`config.mk`:
```
export PLATFORM = sky130hd
export DESIGN_NAME = i2c_target_stretch
export DESIGN_NICKNAME = d
export VERILOG_FILES = /design/src/rtl/i2c_tgt_pkg.sv /design/src/rtl/i2c_tgt_filter.sv /design/src/rtl/i2c_tgt_release.sv /design/src/rtl/i2c_tgt_fsm.sv /design/src/rtl/i2c_target_stretch.sv
export SDC_FILE = /design/constraint.sdc
export NUM_CORES = 1
export LEC_CHECK = 0
export BUFFER_PORTS_ARGS = -buffer_cell sky130_fd_sc_hd__buf_2
export CAP_MARGIN = 20
export CORE_ASPECT_RATIO = 1.4
export CORE_MARGIN = 2
export CORE_UTILIZATION = 40
export CTS_BUF_LIST = sky130_fd_sc_hd__clkbuf_8 sky130_fd_sc_hd__clkbuf_16
export CTS_CLUSTER_DIAMETER = 120
export DETAILED_ROUTE_END_ITERATION = 8
export GPL_ROUTABILITY_DRIVEN = 0
export GPL_TIMING_DRIVEN = 1
export MAX_ROUTING_LAYER = met4
export SKIP_CTS_REPAIR_TIMING = 1
export SLEW_MARGIN = 15
export SYNTH_ARGS = -nofsm -noshare
export SYNTH_HDL_FRONTEND = slang
export SYNTH_SLANG_ARGS = --single-unit
```
`constraint.sdc`:
```
create_clock -name clk -period 3.4 [get_ports clk]
set_input_delay 0.68 -clock clk [delete_from_list [all_inputs] [get_ports clk]]
set_output_delay 0.68 -clock clk [all_outputs]
set_load 0.005 [all_outputs]
```
`src/rtl/i2c_tgt_pkg.sv`:
```
package i2c_tgt_pkg;
  localparam int BYTE_W     = 8;
  localparam int OWN_ADDR_W = 10;
  localparam logic [4:0] HDR10_PREFIX = 5'b11110;

  typedef enum logic [2:0] {
    ST_IDLE = 3'd0,
    ST_ADR1 = 3'd1,
    ST_ADR2 = 3'd2,
    ST_RX   = 3'd3,
    ST_TX   = 3'd4
  } tgt_state_e;
endpackage

```
`src/rtl/i2c_tgt_filter.sv`:
```
module i2c_tgt_filter #(
  parameter int LINES   = 2,
  parameter int SAMPLES = 3
) (
  input  logic             clk,
  input  logic             rst_n,
  input  logic [LINES-1:0] raw,
  output logic [LINES-1:0] clean
);
  for (genvar g = 0; g < LINES; g++) begin : g_line
    logic [1:0]         sync_q;
    logic [SAMPLES-1:0] hist_q;
    logic               out_q, out_d;

    always_comb begin
      out_d = out_q;
      if (&hist_q)       out_d = 1'b1;
      else if (~|hist_q) out_d = 1'b0;
    end

    always_ff @(posedge clk or negedge rst_n) begin
      if (!rst_n) begin
        sync_q <= '1;
        hist_q <= '1;
        out_q  <= 1'b1;
      end else begin
        sync_q <= {sync_q[0], raw[g]};
        hist_q <= {hist_q[SAMPLES-2:0], sync_q[1]};
        out_q  <= out_d;
      end
    end

    assign clean[g] = out_q;
  end
endmodule

```
`src/rtl/i2c_tgt_release.sv`:
```
module i2c_tgt_release (
  input  logic clk,
  input  logic rst_n,
  input  logic stretch_en,
  input  logic wr,
  input  logic wdata,
  input  logic hw_tx_begin,
  input  logic hw_rx_end,
  output logic rel_q
);
  logic rel_d;

  always_comb begin
    rel_d = rel_q;
    if (hw_tx_begin || (stretch_en && hw_rx_end)) rel_d = 1'b0;
    if (wr) begin
      if (wdata)           rel_d = 1'b1;
      else if (stretch_en) rel_d = 1'b0;
    end
  end

  always_ff @(posedge clk or negedge rst_n) begin
    if (!rst_n) rel_q <= 1'b1;
    else        rel_q <= rel_d;
  end
endmodule

```
`src/rtl/i2c_tgt_fsm.sv`:
```
module i2c_tgt_fsm
  import i2c_tgt_pkg::*;
(
  input  logic                  clk,
  input  logic                  rst_n,
  input  logic                  en,
  input  logic                  scl_f,
  input  logic                  sda_f,
  input  logic                  addr10,
  input  logic                  gcall_en,
  input  logic                  accept_all,
  input  logic [OWN_ADDR_W-1:0] own_addr,
  input  logic [BYTE_W-1:0]     tx_data,
  input  logic                  rx_rd,
  output logic                  sda_low,
  output logic [BYTE_W-1:0]     rx_data,
  output logic                  rx_full,
  output logic                  irq,
  output logic                  tx_begin,
  output logic                  rx_end
);
  tgt_state_e        state_q, state_d, nxt_q, nxt_d;
  logic [3:0]        bitcnt_q, bitcnt_d;
  logic [BYTE_W-1:0] shreg_q, shreg_d, rxd_q, rxd_d;
  logic scl_q, sda_q, sda_low_d, ack_q, ack_d, hdr_ok_q, hdr_ok_d;
  logic mnack_q, mnack_d, rxf_d, irq_d, txb_d, rxe_d;
  logic rise, fall, start_c, stop_c;

  assign rise    = scl_f & ~scl_q;
  assign fall    = ~scl_f & scl_q;
  assign start_c = scl_f & scl_q & sda_q & ~sda_f;
  assign stop_c  = scl_f & scl_q & ~sda_q & sda_f;

  always_comb begin
    state_d = state_q;  nxt_d = nxt_q;  bitcnt_d = bitcnt_q;
    shreg_d = shreg_q;  rxd_d = rxd_q;  sda_low_d = sda_low;
    ack_d = ack_q;  hdr_ok_d = hdr_ok_q;  mnack_d = mnack_q;
    rxf_d = rx_full & ~rx_rd;
    irq_d = 1'b0;  txb_d = 1'b0;  rxe_d = 1'b0;
    if (!en) begin
      state_d = ST_IDLE;  sda_low_d = 1'b0;  bitcnt_d = '0;  hdr_ok_d = 1'b0;
    end else if (stop_c) begin
      state_d = ST_IDLE;  sda_low_d = 1'b0;  hdr_ok_d = 1'b0;
    end else if (start_c) begin
      state_d = ST_ADR1;  sda_low_d = 1'b0;  bitcnt_d = '0;
    end else if (state_q != ST_IDLE) begin
      // transmit data may change only while SCL is low
      if (state_q == ST_TX && !scl_f && bitcnt_q < 4'd8)
        sda_low_d = ~tx_data[3'd7 - bitcnt_q[2:0]];
      if (rise) begin
        if (bitcnt_q < 4'd8) begin
          shreg_d  = {shreg_q[BYTE_W-2:0], sda_f};
          bitcnt_d = bitcnt_q + 4'd1;
        end else if (bitcnt_q == 4'd9) begin
          mnack_d = sda_f;
        end
      end
      if (fall && bitcnt_q == 4'd8) begin
        bitcnt_d = 4'd9;
        ack_d    = 1'b0;
        unique case (state_q)
          ST_ADR1: begin
            if (accept_all) begin
              ack_d = 1'b1;  nxt_d = shreg_q[0] ? ST_TX : ST_RX;
            end else if (gcall_en && shreg_q == '0) begin
              ack_d = 1'b1;  nxt_d = ST_RX;  irq_d = 1'b1;
            end else if (!addr10 && shreg_q[7:1] == own_addr[6:0]) begin
              ack_d = 1'b1;  nxt_d = shreg_q[0] ? ST_TX : ST_RX;
            end else if (addr10 && shreg_q[7:3] == HDR10_PREFIX &&
                         shreg_q[2:1] == own_addr[9:8]) begin
              if (!shreg_q[0]) begin
                ack_d = 1'b1;  nxt_d = ST_ADR2;
              end else if (hdr_ok_q) begin
                ack_d = 1'b1;  nxt_d = ST_TX;
              end
            end
            if (!ack_d) hdr_ok_d = 1'b0;
          end
          ST_ADR2: begin
            ack_d    = (shreg_q == own_addr[7:0]);
            hdr_ok_d = ack_d;
            nxt_d    = ST_RX;
          end
          ST_RX: begin
            nxt_d = ST_RX;
            if (!rx_full) begin
              ack_d = 1'b1;  rxd_d = shreg_q;  rxf_d = 1'b1;  irq_d = 1'b1;
            end
          end
          default: nxt_d = ST_TX;
        endcase
        sda_low_d = ack_d && state_q != ST_TX;
      end
      if (fall && bitcnt_q == 4'd9) begin
        bitcnt_d  = '0;
        sda_low_d = 1'b0;
        if (state_q == ST_TX) begin
          if (!mnack_q) begin
            txb_d = 1'b1;  irq_d = 1'b1;  sda_low_d = ~tx_data[7];
          end else begin
            state_d = ST_IDLE;
          end
        end else if (!ack_q) begin
          state_d = ST_IDLE;
        end else begin
          state_d = nxt_q;
          if (nxt_q == ST_TX) begin
            txb_d = 1'b1;  irq_d = 1'b1;  sda_low_d = ~tx_data[7];
          end else if (state_q == ST_RX) begin
            rxe_d = 1'b1;
          end
        end
      end
    end
  end

  always_ff @(posedge clk or negedge rst_n) begin
    if (!rst_n) begin
      state_q <= ST_IDLE;  nxt_q <= ST_IDLE;  bitcnt_q <= '0;
      shreg_q <= '0;  rxd_q <= '0;  scl_q <= 1'b1;  sda_q <= 1'b1;
      sda_low <= 1'b0;  ack_q <= 1'b0;  hdr_ok_q <= 1'b0;  mnack_q <= 1'b1;
      rx_full <= 1'b0;  irq <= 1'b0;  tx_begin <= 1'b0;  rx_end <= 1'b0;
    end else begin
      state_q <= state_d;  nxt_q <= nxt_d;  bitcnt_q <= bitcnt_d;
      shreg_q <= shreg_d;  rxd_q <= rxd_d;  scl_q <= scl_f;  sda_q <= sda_f;
      sda_low <= sda_low_d;  ack_q <= ack_d;  hdr_ok_q <= hdr_ok_d;
      mnack_q <= mnack_d;  rx_full <= rxf_d;  irq <= irq_d;
      tx_begin <= txb_d;  rx_end <= rxe_d;
    end
  end

  assign rx_data = rxd_q;
endmodule

```
`src/rtl/i2c_target_stretch.sv`:
```
module i2c_target_stretch
  import i2c_tgt_pkg::*;
#(
  parameter int FILT_SAMPLES = 3
) (
  input  logic                  clk,
  input  logic                  rst_n,
  input  logic                  cfg_en,
  input  logic                  cfg_addr10,
  input  logic                  cfg_gcall_en,
  input  logic                  cfg_accept_all,
  input  logic                  cfg_stretch_en,
  input  logic [OWN_ADDR_W-1:0] own_addr,
  input  logic                  scl_i,
  input  logic                  sda_i,
  output logic                  scl_oe,
  output logic                  sda_oe,
  input  logic                  rel_wr,
  input  logic                  rel_wdata,
  output logic                  rel_state,
  input  logic [BYTE_W-1:0]     tx_data,
  output logic [BYTE_W-1:0]     rx_data,
  output logic                  rx_full,
  input  logic                  rx_rd,
  output logic                  irq
);
  logic [1:0] rst_sync_q;
  logic       rst_int_n;
  logic [1:0] line_clean;
  logic       sda_low, hw_tx_begin, hw_rx_end;

  // asynchronous assertion, synchronous release
  always_ff @(posedge clk or negedge rst_n) begin
    if (!rst_n) rst_sync_q <= 2'b00;
    else        rst_sync_q <= {rst_sync_q[0], 1'b1};
  end
  assign rst_int_n = rst_sync_q[1];

  i2c_tgt_filter #(.LINES(2), .SAMPLES(FILT_SAMPLES)) u_filt (
    .clk(clk), .rst_n(rst_int_n), .raw({scl_i, sda_i}), .clean(line_clean)
  );

  i2c_tgt_fsm u_fsm (
    .clk(clk), .rst_n(rst_int_n), .en(cfg_en),
    .scl_f(line_clean[1]), .sda_f(line_clean[0]),
    .addr10(cfg_addr10), .gcall_en(cfg_gcall_en), .accept_all(cfg_accept_all),
    .own_addr(own_addr), .tx_data(tx_data), .rx_rd(rx_rd),
    .sda_low(sda_low), .rx_data(rx_data), .rx_full(rx_full), .irq(irq),
    .tx_begin(hw_tx_begin), .rx_end(hw_rx_end)
  );

  i2c_tgt_release u_rel (
    .clk(clk), .rst_n(rst_int_n), .stretch_en(cfg_stretch_en),
    .wr(rel_wr), .wdata(rel_wdata),
    .hw_tx_begin(hw_tx_begin), .hw_rx_end(hw_rx_end), .rel_q(rel_state)
  );

  assign scl_oe = cfg_en & ~rel_state;
  assign sda_oe = cfg_en & sda_low;
endmodule

```
After elaboration in Yosys (flattened, before gate mapping). Cells that the tools add are included.

Add/sub/neg operators: 2. $lt $le $gt $ge: 2. Eq/ne operators: 29. Mux-type cells: 109. Bitwise operators: 22. Reduce and logical (&&, ||, !) cells: 29.

Operators with widths (count): 1-bit two-way mux (81); 3-bit two-way mux (15); 4-bit two-way mux (8); 7-bit AND reduction (3); 4-bit by 1-bit inequality test with 1-bit output, second input constant (3); 1-bit inverter (12); 1-bit bitwise AND (10); 1-bit logical AND (10); 5-bit by 1-bit inequality test with 1-bit output, second input constant (2); 5-bit by 2-bit inequality test with 1-bit output, second input constant (2); 5-bit AND reduction (2); 3-bit by 1-bit inequality test with 1-bit output, second input constant (3); 3-bit AND reduction (3); 4-bit == test, second input constant (2); 8-bit == test (1); 8-bit logical NOT (1); 7-bit == test (1); 3-bit by 2-bit == test with 1-bit output, second input constant (2); 3-bit == test, second input constant (2); 3-bit inequality test, second input constant (2); 6-bit by 1-bit inequality test with 1-bit output, second input constant (1); 6-bit inequality test, second input constant (1); 3-bit case mux with 2 select lines (1); 6-bit AND reduction (1); other kinds (20) (24).

Register bits after elaboration: 51. Output and inout bits: 13. Logic and storage cells: 216.

Depth between registers and ports, before layout. Gate-level depths: netlist (run 1).

Depth after elaboration: 26. Mapped depth: 7. Depth with buffers taken out: 6.

Modules after synthesis. Synthesis (run 1) repeated with hierarchy kept, for this count alone.

Cell total of the unflattened synthesis: 235. Area, all modules: 2580.0 um2.

Modules (own cells, without submodules): i2c_tgt_fsm (times used 1, cells an instance 204, area each 2093.3 um2); i2c_tgt_filter (times used 1, cells an instance 22, area each 367.9 um2); i2c_target_stretch (times used 1, cells an instance 5, area each 73.8 um2); i2c_tgt_release (times used 1, cells an instance 4, area each 45.0 um2).

Least setup slack after synthesis (run 1). No wires, ideal clock.

Path kind: input port to flip-flop. Start: input port own_addr[2]. End: register u_fsm.nxt_q[0]. Setup time: 0.128 ns. Arrival time: 2.060 ns. Required time: 3.272 ns. Path slack: 1.213 ns. Stages: 5. Path buffers: 0. Cells stage by stage: xor2_1 or4_1 o211a_1 a21oi_2 mux2_1.

Cells in the longest elaborated chain, start to end: 6. Elaborated cells between the ends (all ways): 9.

RTL lines: start, declared (line i2c_target_stretch.sv:13) `input logic [OWN_ADDR_W-1:0] own_addr,`; 7-bit == test * (line i2c_tgt_fsm.sv:67) `end else if (!addr10 && shreg_q[7:1] == own_addr[6:0]) begin`; 1-bit logical AND * (line i2c_tgt_fsm.sv:67); 3-bit two-way mux (line i2c_tgt_fsm.sv:67); 3-bit two-way mux (line i2c_tgt_fsm.sv:65) `end else if (gcall_en && shreg_q == '0) begin`; 3-bit two-way mux (line i2c_tgt_fsm.sv:63) `if (accept_all) begin`; 3-bit case mux with 2 select lines (line i2c_tgt_fsm.sv:61) `unique case (state_q)`; end signal, assigned (line i2c_tgt_fsm.sv:124) `state_q <= state_d; nxt_q <= nxt_d; bitcnt_q <= bitcnt_d;`; end, declared (line i2c_tgt_fsm.sv:22) `tgt_state_e state_q, state_d, nxt_q, nxt_d;`.

Mark *: on every way between the ends. The rest lies on a longest branch, timed or not. A chain may end at the register's enable or synchronous reset.

Worst setup path after layout (run 1).
Start: register u_fsm.state_q[0]. End: register u_fsm.shreg_q[5].

Cells in the longest elaborated chain, start to end: 2.

RTL lines: start, declared (line i2c_tgt_fsm.sv:22); start signal, assigned (line i2c_tgt_fsm.sv:124); 3-bit nonzero test (line i2c_tgt_fsm.sv:46) `end else if (state_q != ST_IDLE) begin`; 6-bit AND reduction (no line); end signal, assigned (line i2c_tgt_fsm.sv:120) `shreg_q <= '0; rxd_q <= '0; scl_q <= 1'b1; sda_q <= 1'b1;`; end signal, assigned (line i2c_tgt_fsm.sv:125) `shreg_q <= shreg_d; rxd_q <= rxd_d; scl_q <= scl_f; sda_q <= sda_f;`; end, declared (line i2c_tgt_fsm.sv:24) `logic [BYTE_W-1:0] shreg_q, shreg_d, rxd_q, rxd_d;`.

No other way between the ends.

==> results_dict.tcl, run 1 <==
set metrics [dict create \
    root_buffer "clkbuf_8" \
    design_area_um2 2927 \
    dp_hpwl_um 3872 \
    fp-row-count 34 \
    clkSlewWorstSetupHoldPaths_ns 0.10 \
    die_h_um 99.17 \
    insertion_delay_ns 0.31 \
    ys_ff_latch 51 \
    ant_nets 0 \
    n_antenna_cell 0 \
    max-cap-violations 0 \
    power_density_nw_per_um2 435.7 \
    irDropWorstVdd_uv 354.6 \
    synth_area_per_cell_um2 11.15 \
    status "finished clean" \
    synth_edf_count 0 \
    port_buffers 42 \
    grt-busiest-layer "met2" \
    cts_made_buffers 5 \
    core_area_um2 6254 \
    final.fill_count 588 \
    fin_setup_tns_ns 0 \
    antenna_found_initial 0 \
    post-route-util_pct 46.80 \
    overflow 0 \
    via_count 1866 \
    cts.path.max_buffers 2 \
    critPathKind "register to register" \
    setup_violations 0 \
    die_width_um 71.98 \
    yosysUniqueCellTypes 52 \
    layout_commonest_cell "buf_2" \
    final_cell_mix "42 x buf_2, 34 x dfrtp_1, 21 x mux2_1" \
    worst_ep_arrival_time_ns 2.45 \
    grt_pass1_vias 1907 \
    required_ns 3.58 \
    cp-start-kind "register" \
    viasPerCell 5.472 \
    track_usage_pct 16.45 \
    h-tree-depth 2 \
    netlist_area_um2 2587 \
    io_pins 43 \
    dpl_cell_area_um2 2829 \
    drtPass1Iterations 4 \
    seq_area_frac_synth_pct 50.10 \
    grt_max_degree 50 \
    clock_skew_ns 0.01525 \
    drtIter0Drc 168 \
    cts_tree "yes" \
    hold_path_class "primary input to asynchronous set/reset pin" \
    drc_errors 0 \
    initial_utilization_pct 41.38 \
    ys_warn_count 0 \
    path_max_fanout 11 \
    ys.flop_type "dfrtp_1" \
    grt_first_pass_wirelength_um 9011 \
    period_needed_ns 2.264 \
    layout.nets 300 \
    hold_viol_final 0 \
    fp.dieArea_um2 7137 \
    areaGrowthSynthToFinish_pct 13.10 \
    syn_nets 264 \
    rrSetupSlack_ns 1.14 \
    layout_worst_path_cycle_share_pct 66.59 \
    fmax_ghz 0.4417 \
    relSlewSlack_pct 52.95 \
    grt_use_met3_pct 3.141 \
    drive_above_1_share_pct 27.88 \
    end_kind "register" \
    cts.sinks 51 \
    cellLeakagePower_uw 0.001410 \
    syn_inst 232 \
    slew_viol_final 0 \
    rsz0062_at_grt "no" \
    gr-usage-met1_pct 21.17 \
    synthArstFlopShare_pct 100.0 \
    wirelength_um 5351 \
    tightest_slew_ns 0.7044 \
    wire_per_inst_um 15.69 \
    grtUsageMet2_pct 25.71 \
]
-- logic make-up (layout without fill, tap and decap cells) --
kind of cell,Yosys count,in the layout,share of synthesized area (%)
AO/OA/AOI/OAI,38,38,10.16
other,1,1,0.1449
AND/OR/NAND/NOR,71,71,16.20
flip-flops,51,51,50.10
XOR/XNOR,19,19,6.431
multiplexers,26,26,12.09
buffers and inverters,24,61,3.917
adder cells (fa/ha/maj),2,2,0.9670
-- where the power goes --
part           total, µW  leakage, µW  internal [µW]  switching [µW]
logic                191     0.000717           98.6            92.3
registers            716     0.000644            649            67.6
clock network        368    0.0000491            152             216
total               1280      0.00141            899             376
-- state kept, by name (all words and copies together), names as in the netlist, 2 cells and up --
name / flops
rst_sync_q: 2
u_filt.g_line.hist_q: 6
u_filt.g_line.out_q: 2
u_filt.g_line.sync_q: 4
u_fsm.bitcnt_q: 4
u_fsm.nxt_q: 3
u_fsm.rx_data: 8
u_fsm.shreg_q: 8
u_fsm.state_q: 3
-- final timing paths --
path	cells after the start	startpoint	endpoint
setup / recovery	4	u_fsm.state_q[0]	u_fsm.shreg_q[5]
min in group clk	0	u_filt.g_line[0].sync_q[1]	u_filt.g_line[0].hist_q[0]
setup reg to reg	4	u_fsm.state_q[0]	u_fsm.shreg_q[5]
max in group asynchronous	0	rst_sync_q[1]	u_fsm.hdr_ok_q
hold / removal	1	rst_n	rst_sync_q[0]
hold reg to reg	0	rst_sync_q[1]	u_fsm.bitcnt_q[3]
-- per-stage QoR --
step | worst slack, ns | instances | total power [µW] | hold WS [ns]
after floorplan | 1.213 | 232 | 845.9 | 0.3312
after global placement | 1.008 | 333 | 914.5 | 0.3349
after detailed placement | 0.9913 | 333 | 915.9 | 0.3472
after CTS | 1.137 | 341 | 1291 | 0.1326
after global routing | 0.9779 | 341 | 1352 | 0.1161
final | 1.136 | 341 | 1275 | 0.1427
-- area by class of cell --
| type | count | area [µm²] | area share [%] |
|---|---|---|---|
| Clock inverter | 3 | 26.28 | 0.8978 |
| Clock buffer | 5 | 68.82 | 2.351 |
| Sequential cell | 51 | 1300 | 44.42 |
| Multi-Input combinational cell | 157 | 1190 | 40.66 |
| Timing Repair Buffer | 42 | 210.2 | 7.183 |
| Tap cell | 72 | 90.09 | 3.078 |
| Inverter | 11 | 41.29 | 1.411 |
-- cell usage after synthesis, types with 7 or more instances --
cell / instances / share of area, %
a21oi_1: 8 / 1.5
dfstp_2: 16 / 16
mux2_1: 21 / 9.1
o21ai_0: 8 / 1.5
nor2_1: 9 / 1.3
nand2_1: 9 / 1.3
xor2_1: 14 / 4.7
clkbuf_1: 9 / 1.3
inv_1: 10 / 1.5
nand4_1: 7 / 1.7
dfrtp_1: 35 / 34
nand3_1: 7 / 1.4
-- worst max-delay path, cell delays in order, from the launching register on --
cell	delay, ns
dfrtp_1	0.56
nor3_1	0.19
nor4b_1	0.37
nor2b_1	0.63
mux2_1	0.39
-- per-layer routing --
layer	routed length [µm]	vias to the layer above	share of wire [%]
li1	-	907	-
met1	2467	903	46
met2	2605	50	49
met3	206	6	3.8
met4	71	0	1.3
met5	0	-	0
No activity file was read; power rests on OpenSTA's default activity.
==> run 2, diff against run 1 <==
==> constraint.sdc (replaced) <==
create_clock -name clk -period 2.2 [get_ports clk]
set_input_delay 0.44 -clock clk [delete_from_list [all_inputs] [get_ports clk]]
set_output_delay 0.44 -clock clk [all_outputs]
set_load 0.005 [all_outputs]
==> results_dict.tcl, run 2 (synthesis results as in run 1) <==
set metrics [dict create \
    status "finished clean" \
    relSlewSlack_pct 62.25 \
    setup_ws_ns 0.06689 \
    power_density_nw_per_um2 647.2 \
    setup_violations 0 \
    final_cell_mix "42 x buf_2, 34 x dfrtp_1, 21 x mux2_1" \
    hold_path_class "primary input to register" \
    path_max_fanout 9 \
    crit_slowest_cell "dfstp_2" \
    crit_path_cell_trace "and4b_1 > o41ai_1 > nand2_1 > o31ai_1 > mux2_1" \
    initial_utilization_pct 41.38 \
    layout.nets 320 \
    wire_per_inst_um 15.17 \
    final.fill_count 613 \
    ant_nets 0 \
    n_antenna_cell 0 \
    fp-row-count 34 \
    drtPass1Iterations 4 \
    areaGrowthSynthToFinish_pct 19.68 \
    track_usage_pct 17.04 \
    fin_setup_tns_ns 0 \
    grt_first_pass_wirelength_um 9246 \
    grt_max_degree 26 \
    post-route-util_pct 49.52 \
    drive_above_1_share_pct 33.22 \
    port_buffers 42 \
    layout_commonest_cell "buf_2" \
    io_pins 43 \
    cts_tree "yes" \
    wirelength_um 5477 \
    clock_skew_ns 0.005850 \
    h-tree-depth 2 \
    die_width_um 71.98 \
    period_needed_ns 2.133 \
    fmax_ghz 0.4688 \
    required_ns 2.39 \
    cellLeakagePower_uw 0.001518 \
    cp-start-kind "register" \
    root_buffer "clkbuf_8" \
    tightest_slew_ns 0.5589 \
    end_kind "register" \
    irDropWorstVdd_uv 533.8 \
    pre_cts_slack_ns 0.03227 \
    hold_viol_final 0 \
    overflow 0 \
    cts.path.max_buffers 2 \
    dpl.cell_count 352 \
    via_count 1968 \
    max-cap-violations 0 \
    layout_worst_path_cycle_share_pct 96.96 \
    final-instance-count-excl-fill 361 \
    die_h_um 99.17 \
    slew_viol_final 0 \
    core_area_um2 6254 \
    cts.sinks 51 \
    antenna_found_initial 0 \
    drtIter0Drc 179 \
    critPathKind "register to register" \
    viasPerCell 5.452 \
    insertion_delay_ns 0.30 \
    worst_ep_arrival_time_ns 2.33 \
    drc_errors 0 \
    dp_hpwl_um 4233 \
    rsz0062_at_grt "no" \
    grt_pass1_vias 1978 \
    slowest_delay_ns 0.62 \
    cts_made_buffers 5 \
    clkSlewWorstSetupHoldPaths_ns 0.10 \
    fp.dieArea_um2 7137 \
]
==> run 2: changes by cell type in the layout (fill, tap and decap cells not counted), sizes merged <==
cell	change
clkinv	-1
dlygate4sd3	+1
buf	+19
inv	+1
==> run 2: per-layer routing <==
| layer | track usage, % | vias up | routed length, µm |
|---|---|---|---|
| li1 | - | 943 | - |
| met1 | 20.33 | 955 | 2237 |
| met2 | 28.42 | 62 | 2850 |
| met3 | 2.938 | 8 | 285 |
| met4 | 6.821 | 0 | 104 |
| met5 | - | - | 0 |
==> run 2: metrics by stage <==
step,power [µW],hold WS [ns],instance area [µm²]
3_5_place_dp,1452,0.2277,2984
5_1_grt,2124,0.1925,3097
2_1_floorplan,1307,0.1444,2587
6_report,2004,0.2245,3097
4_1_cts,2037,-0.1165,3079
3_3_place_gp,1446,0.2262,2984
==> run 2: final timing paths <==
path / start / end / slack, ns / cells past startpoint
setup reg to reg: u_filt.g_line[0].out_q / u_fsm.bitcnt_q[1] / 0.07 / 5
hold reg to reg: rst_sync_q[1] / u_fsm.bitcnt_q[2] / 0.26 / 0
hold / removal: scl_i / u_filt.g_line[1].sync_q[0] / 0.22 / 1
max in group asynchronous: rst_sync_q[1] / u_fsm.sda_q / 1.34 / 1
setup / recovery: u_filt.g_line[0].out_q / u_fsm.bitcnt_q[1] / 0.07 / 5
min in group asynchronous: rst_sync_q[1] / u_fsm.bitcnt_q[2] / 0.26 / 0
==> run 2: worst max-delay path, delay by kind of cell, from the launching register on <==
| family | cells | cell delay, ns |
|---|---|---|
| DFF | 1 | 0.62 |
| and+or+nand+nor | 2 | 0.41 |
| AOI/OAI and AO/OA | 2 | 0.62 |
| muxes | 1 | 0.37 |
==> run 2: report_power, final <==
group / internal, µW / switching (µW) / leakage, µW
registers: 1000 / 75.8 / 0.000644
clock network: 237 / 331 / 0.0000495
logic: 182 / 177 / 0.000825
total: 1420 / 584 / 0.00152
==> run 2: cell type report <==
class,count,area [µm²],area share [%]
Clock buffer,5,68.82,2.222
Clock inverter,3,26.28,0.8485
Inverter,11,41.29,1.333
Multi-Input combinational cell,157,1197,38.67
Sequential cell,51,1297,41.90
Tap cell,72,90.09,2.909
Timing Repair Buffer,62,375.4,12.12
